--- config.mk ---
export PLATFORM = sky130hd
export DESIGN_NAME = core_sock_slave
export DESIGN_NICKNAME = d
export VERILOG_FILES = /design/src/rtl/sock_pkg.sv /design/src/rtl/sock_mem.sv /design/src/rtl/sock_phase_ctl.sv /design/src/rtl/sock_resp_reg.sv /design/src/rtl/core_sock_slave.sv
export SDC_FILE = /design/constraint.sdc
export NUM_CORES = 1
export LEC_CHECK = 0
export ABC_AREA = 1
export BUFFER_PORTS_ARGS = -buffer_cell sky130_fd_sc_hd__buf_2
export CORE_MARGIN = 2
export CORE_UTILIZATION = 55
export CTS_BUF_LIST = sky130_fd_sc_hd__clkbuf_2 sky130_fd_sc_hd__clkbuf_4 sky130_fd_sc_hd__clkbuf_8
export CTS_CLUSTER_SIZE = 28
export DETAILED_ROUTE_END_ITERATION = 10
export GPL_TIMING_DRIVEN = 0
export PLACE_DENSITY = 0.72
export SLEW_MARGIN = 20
export SYNTH_ARGS = -nofsm -noshare
export SYNTH_HDL_FRONTEND = slang
export SYNTH_SLANG_ARGS = --single-unit
--- constraint.sdc ---
create_clock -name clk_i -period 2.8 [get_ports clk_i]
set_clock_uncertainty 0.05 [all_clocks]
set_input_delay 0.28 -clock clk_i [delete_from_list [all_inputs] [get_ports clk_i]]
set_output_delay 0.28 -clock clk_i [all_outputs]
set_load 0.02 [all_outputs]
--- src/rtl/sock_pkg.sv ---
package sock_pkg;
  localparam int CMD_W  = 3;
  localparam int RESP_W = 3;

  localparam logic [CMD_W-1:0] CMD_IDLE = 3'd0;
  localparam logic [CMD_W-1:0] CMD_WR   = 3'd1;
  localparam logic [CMD_W-1:0] CMD_RD   = 3'd2;

  localparam logic [RESP_W-1:0] RESP_NONE = 3'd0;
  localparam logic [RESP_W-1:0] RESP_DVA  = 3'd1;
  localparam logic [RESP_W-1:0] RESP_ERR  = 3'd3;

  typedef enum logic [1:0] {
    ST_IDLE  = 2'd0,
    ST_WDATA = 2'd1,
    ST_RESP  = 2'd2
  } phase_e;
endpackage

--- src/rtl/sock_mem.sv ---
module sock_mem #(
  parameter int ADDR_W    = 8,
  parameter int DATA_W    = 32,
  parameter int MEM_DEPTH = 16
) (
  input  logic              clk_i,
  input  logic              rst_ni,
  input  logic              wr_en_i,
  input  logic [ADDR_W-1:0] wr_addr_i,
  input  logic [DATA_W-1:0] wr_data_i,
  input  logic [ADDR_W-1:0] rd_addr_i,
  output logic [DATA_W-1:0] rd_data_o,
  output logic              rd_hit_o
);
  localparam int IDX_W = (MEM_DEPTH > 1) ? $clog2(MEM_DEPTH) : 1;
  localparam logic [ADDR_W-1:0] LIMIT = ADDR_W'(MEM_DEPTH);

  logic [DATA_W-1:0] mem_q [MEM_DEPTH];
  logic              wr_hit;

  assign wr_hit   = wr_addr_i < LIMIT;
  assign rd_hit_o = rd_addr_i < LIMIT;
  assign rd_data_o = rd_hit_o ? mem_q[rd_addr_i[IDX_W-1:0]] : '0;

  always_ff @(posedge clk_i or negedge rst_ni) begin
    if (!rst_ni) begin
      for (int i = 0; i < MEM_DEPTH; i++) mem_q[i] <= '0;
    end else if (wr_en_i && wr_hit) begin
      mem_q[wr_addr_i[IDX_W-1:0]] <= wr_data_i;
    end
  end

  // out-of-range read must come back empty
  a_r5_miss_zero: assert property (@(posedge clk_i) disable iff (!rst_ni)
    !rd_hit_o |-> rd_data_o == '0);
endmodule

--- src/rtl/sock_phase_ctl.sv ---
module sock_phase_ctl
  import sock_pkg::*;
#(
  parameter int ADDR_W = 8,
  parameter bit DHS_EN = 1'b1
) (
  input  logic              clk_i,
  input  logic              rst_ni,
  input  logic [CMD_W-1:0]  cmd_i,
  input  logic [ADDR_W-1:0] addr_i,
  input  logic              data_valid_i,
  input  logic              resp_acc_i,
  output logic              cmd_acc_o,
  output logic              data_acc_o,
  output logic              rd_fire_o,
  output logic              wr_fire_o,
  output logic [ADDR_W-1:0] wr_addr_o
);
  phase_e state_q, state_d;
  logic   is_wr, is_rd, idle;

  assign is_wr = cmd_i == CMD_WR;
  assign is_rd = cmd_i == CMD_RD;
  assign idle  = state_q == ST_IDLE;

  assign cmd_acc_o = idle && (is_wr || is_rd);
  assign rd_fire_o = idle && is_rd;

  generate
    if (DHS_EN) begin : g_dhs
      logic [ADDR_W-1:0] addr_q;
      always_ff @(posedge clk_i or negedge rst_ni) begin
        if (!rst_ni)           addr_q <= '0;
        else if (idle && is_wr) addr_q <= addr_i;
      end
      assign data_acc_o = (state_q == ST_WDATA) && data_valid_i;
      assign wr_fire_o  = data_acc_o;
      assign wr_addr_o  = addr_q;

      // data phase only ever follows an accepted write request
      a_r7_data_after_req: assert property (@(posedge clk_i) disable iff (!rst_ni)
        $rose(state_q == ST_WDATA) |-> $past(cmd_acc_o && is_wr));
    end else begin : g_flat
      assign data_acc_o = idle && is_wr;
      assign wr_fire_o  = data_acc_o;
      assign wr_addr_o  = addr_i;
    end
  endgenerate

  always_comb begin
    state_d = state_q;
    unique case (state_q)
      ST_IDLE: begin
        if (is_rd)                state_d = ST_RESP;
        else if (is_wr && DHS_EN) state_d = ST_WDATA;
      end
      ST_WDATA: if (data_valid_i) state_d = ST_IDLE;
      ST_RESP:  if (resp_acc_i)   state_d = ST_IDLE;
      default:                    state_d = ST_IDLE;
    endcase
  end

  always_ff @(posedge clk_i or negedge rst_ni) begin
    if (!rst_ni) state_q <= ST_IDLE;
    else         state_q <= state_d;
  end

  a_r2_accept_frees: assert property (@(posedge clk_i) disable iff (!rst_ni)
    rd_fire_o |=> !cmd_acc_o);
endmodule

--- src/rtl/sock_resp_reg.sv ---
module sock_resp_reg
  import sock_pkg::*;
#(
  parameter int DATA_W = 32
) (
  input  logic              clk_i,
  input  logic              rst_ni,
  input  logic              load_i,
  input  logic              hit_i,
  input  logic [DATA_W-1:0] data_i,
  input  logic              acc_i,
  output logic [RESP_W-1:0] resp_o,
  output logic [DATA_W-1:0] data_o
);
  logic [RESP_W-1:0] resp_q;
  logic [DATA_W-1:0] data_q;
  logic              busy;

  assign busy   = resp_q != RESP_NONE;
  assign resp_o = resp_q;
  assign data_o = data_q;

  always_ff @(posedge clk_i or negedge rst_ni) begin
    if (!rst_ni) begin
      resp_q <= RESP_NONE;
      data_q <= '0;
    end else if (load_i) begin
      resp_q <= hit_i ? RESP_DVA : RESP_ERR;
      data_q <= hit_i ? data_i : '0;
    end else if (busy && acc_i) begin
      resp_q <= RESP_NONE;
      data_q <= '0;
    end
  end

  a_r1_resp_legal: assert property (@(posedge clk_i) disable iff (!rst_ni)
    resp_q == RESP_NONE || resp_q == RESP_DVA || resp_q == RESP_ERR);
  a_r3_resp_follows_read: assert property (@(posedge clk_i) disable iff (!rst_ni)
    load_i |=> busy);
  a_r4_hold: assert property (@(posedge clk_i) disable iff (!rst_ni)
    (busy && !acc_i) |=> ($stable(resp_q) && $stable(data_q)));
  a_r4_clear: assert property (@(posedge clk_i) disable iff (!rst_ni)
    (busy && acc_i) |=> (resp_q == RESP_NONE && data_q == '0));
endmodule

--- src/rtl/core_sock_slave.sv ---
module core_sock_slave
  import sock_pkg::*;
#(
  parameter int ADDR_W    = 8,
  parameter int DATA_W    = 32,
  parameter int MEM_DEPTH = 16,
  parameter bit DHS_EN    = 1'b1
) (
  input  logic              clk_i,
  input  logic              rst_ni,
  input  logic [2:0]        m_cmd_i,
  input  logic [ADDR_W-1:0] m_addr_i,
  input  logic [DATA_W-1:0] m_data_i,
  input  logic              m_data_valid_i,
  input  logic              m_resp_accept_i,
  output logic              s_cmd_accept_o,
  output logic              s_data_accept_o,
  output logic [2:0]        s_resp_o,
  output logic [DATA_W-1:0] s_data_o
);
  logic              rd_fire, wr_fire, rd_hit;
  logic [ADDR_W-1:0] wr_addr;
  logic [DATA_W-1:0] rd_data;

  sock_phase_ctl #(.ADDR_W(ADDR_W), .DHS_EN(DHS_EN)) u_ctl (
    .clk_i        (clk_i),
    .rst_ni       (rst_ni),
    .cmd_i        (m_cmd_i),
    .addr_i       (m_addr_i),
    .data_valid_i (m_data_valid_i),
    .resp_acc_i   (m_resp_accept_i),
    .cmd_acc_o    (s_cmd_accept_o),
    .data_acc_o   (s_data_accept_o),
    .rd_fire_o    (rd_fire),
    .wr_fire_o    (wr_fire),
    .wr_addr_o    (wr_addr)
  );

  sock_mem #(.ADDR_W(ADDR_W), .DATA_W(DATA_W), .MEM_DEPTH(MEM_DEPTH)) u_mem (
    .clk_i     (clk_i),
    .rst_ni    (rst_ni),
    .wr_en_i   (wr_fire),
    .wr_addr_i (wr_addr),
    .wr_data_i (m_data_i),
    .rd_addr_i (m_addr_i),
    .rd_data_o (rd_data),
    .rd_hit_o  (rd_hit)
  );

  sock_resp_reg #(.DATA_W(DATA_W)) u_resp (
    .clk_i  (clk_i),
    .rst_ni (rst_ni),
    .load_i (rd_fire),
    .hit_i  (rd_hit),
    .data_i (rd_data),
    .acc_i  (m_resp_accept_i),
    .resp_o (s_resp_o),
    .data_o (s_data_o)
  );

  a_r8_no_req_during_resp: assert property (@(posedge clk_i) disable iff (!rst_ni)
    (s_resp_o != RESP_NONE) |-> !s_cmd_accept_o);
  a_r8_no_data_during_resp: assert property (@(posedge clk_i) disable iff (!rst_ni)
    s_data_accept_o |-> (s_resp_o == RESP_NONE));
  a_r6_write_posted: assert property (@(posedge clk_i) disable iff (!rst_ni)
    (s_cmd_accept_o && m_cmd_i == CMD_WR) |=> (s_resp_o == RESP_NONE));
endmodule

==> impl_metrics.yaml <==
global_route:
  grt_pass1_wl_um: 147000
  grt_usage_pct: 39.9
  grt_overflow_total: 0
  grt_max_degree: 102
  grt_pass1_vias: 23600
  antenna_found_initial: 2
power_and_ir_drop:
  peakVddDrop_v: 0.000390
  power_density_mw_per_mm2: 644
  finalPower_mw: 19.5
  total_leakage_power_nw: 15.2
synthesis:
  synth_area_leaders: "dfrtp_1 (52%), nand2_1 (19%), nand3_1 (7.9%)"
  synth_cell_types: 26
  synth_flop_cell: "dfrtp_1"
  yosysSeqAreaShare_pct: 52.5
  synth.top_cell.area_share_pct: 52.5
  ys_seq_elements: 556
  postSynthCellCount: 3522
  yosys.area.top_type: "dfrtp_1"
  synth-async-reset-ratio_pct: 100
  synth_edf_count: 0
  syn-cell-area_sq_mm: 0.0265
  syn_area_per_cell_sq_um: 7.53
  yosys_warnings: 0
  syn_nets: 3569
place:
  io_buffers: 80
  placedInstanceArea_sq_mm: 0.0279
  hpwl_um: 65900
  gp_congestion: 0.963
timing:
  rsz0062_at_grt: "no"
  setup_tns_ns: 0
  fin_crit_ns: 2.65
  slew_violations: 0
  maxClockFrequency_mhz: 378
  setup_viol: 0
  finalHoldWorstSlack_ns: 0.0553
  period_share_pct: 94.5
  hold_violations: 0
  worst_pin_slew_ns: 1.29
  slew_headroom_pct: 14.3
outcome:
  status: "finished, final reports clean"
job:
  drv_cap: 0
floorplanning:
  ioPinCount: 84
  rows: 80
  die-width_um: 224
  die_height_um: 224
  dieArea_sq_mm: 0.0500
  start_util_pct: 55.7
  core_sq_mm: 0.0476
finish:
  drive_gt1_share_pct: 9.53
  design_area_sq_mm: 0.0303
  syn2layout_area_growth_pct: 14.4
  final_util_pct: 63.7
  n_fill_cell: 4340
  final_common_cell: "nand2_1"
  layout.nets: 3794
  mostFrequentLayoutCells: "nand2_1 (1333), dfrtp_1 (556), inv_1 (432)"
cts:
  htreeDepth: 3
  clkTransAtPathRegs_ns: 0.06
  cts_made_buffers: 94
  cts_max_path_buffers: 3
  root_buffer: "clkbuf_8"
  clk-insertion-delay-late_ns: 0.71
  clock-sinks: 556
  cts_tree: "done"
route:
  antenna_left: 0
  drc: 0
  vias_per_cell: 5.75
  routedWlPerCell_um: 22.3
  vias: 25500
  drt_wl_total_um: 98900
  first_pass_iters: 6
  drtIter0Drc: 3420
hold_path:
  min_path_type: "in -> async"
critical_path:
  endpoint_kind: "output port"
  critPathLaunchType: "register"
  r2r_cells: 7
  path_class: "reg -> out"
  critical_path_required_ns: 2.47
  rrSetupSlack_ns: 0.34
  r2r_start: "u_ctl.state_q[1]"
  critical_path_arrival_ns: 2.32
  rr_endpoint: "u_mem.mem_q[62]"
  critPathMaxFanout: 10
## registers in the layout, summed over array words and instances (netlist names)
register / flops
u_resp.data_o: 32
u_ctl.wr_addr_o: 8
u_resp.resp_o: 2
u_mem.mem_q: 512
u_ctl.state_q: 2
## cells by family (layout without fill, tap and decap cells)
logic type	count (synthesis)	count (layout)	synth area share (%)
buf+inv	685	983	10.5
other cells	1	5	0.0141
simple gates	1789	1789	27.7
flops	556	556	52.5
compound gates	491	491	9.28
## worst max-delay path by stage
stage / start / to
after floorplan: u_ctl.state_q[1] / u_mem.mem_q[228]
after global placement: rst_ni / u_resp.data_o[19]
after detailed placement: m_addr_i[1] / u_resp.data_o[3]
after CTS: u_ctl.state_q[1] / s_cmd_accept_o
after global routing: u_ctl.state_q[1] / s_cmd_accept_o
final: u_ctl.state_q[1] / s_cmd_accept_o
## area by class of cell
type / count / area [sq um] / area share (%)
Antenna cell: 4 / 10.0 / 0.0330
Buffer: 246 / 1140 / 3.76
Clock buffer: 160 / 1960 / 6.46
Clock inverter: 9 / 53.8 / 0.177
Inverter: 439 / 1650 / 5.44
Multi-Input combinational cell: 2281 / 9820 / 32.4
Sequential cell: 556 / 13900 / 45.9
Tap cell: 615 / 769 / 2.54
Timing Repair Buffer: 129 / 1020 / 3.35
## repair_timing
item	in CTS	in global routing
endpoints found under the hold margin	395	0
hold buffers	43	0
gates resized for setup	0	0
setup buffers	0	0
## cell usage after synthesis, types with 8 or more instances
master / number
nand3_1: 419
dfrtp_1: 556
inv_1: 432
buf_6: 12
o21ai_1: 276
buf_1: 19
buf_4: 12
o21ai_0: 213
nor2_1: 14
buf_2: 55
nand2_1: 1333
clkbuf_1: 147
nand2_2: 8
## routing by layer
layer / track usage (%) / vias up / routed length [um]
met5: 0 / - / 13
met2: 57.8 / 1679 / 41700
met3: 11.1 / 345 / 13000
met1: 54.0 / 12100 / 37900
met4: 23.0 / 2 / 6220
li1: - / 11400 / -
## worst max-delay path, cell delays in order, from the launching register on
cell and delay [ns]:
dfrtp_1 0.44, nor2_1 0.16, nand4_1 0.39, clkbuf_1 0.37, nand2_1 0.11, buf_2 0.16
## stage by stage
step	setup slack, ns	instances
floorplan	1.07	3522
global placement	-10.15	4217
detailed placement	-0.00155	4223
CTS	0.144	4435
global route	0.0929	4435
finish	0.155	4439
## where the power goes
part | internal (mW) | switching, mW
Clock | 4.37 | 3.41
Sequential | 8.75 | 0.394
Combinational | 0.829 | 1.78
No activity file was read; power rests on OpenSTA's default activity.
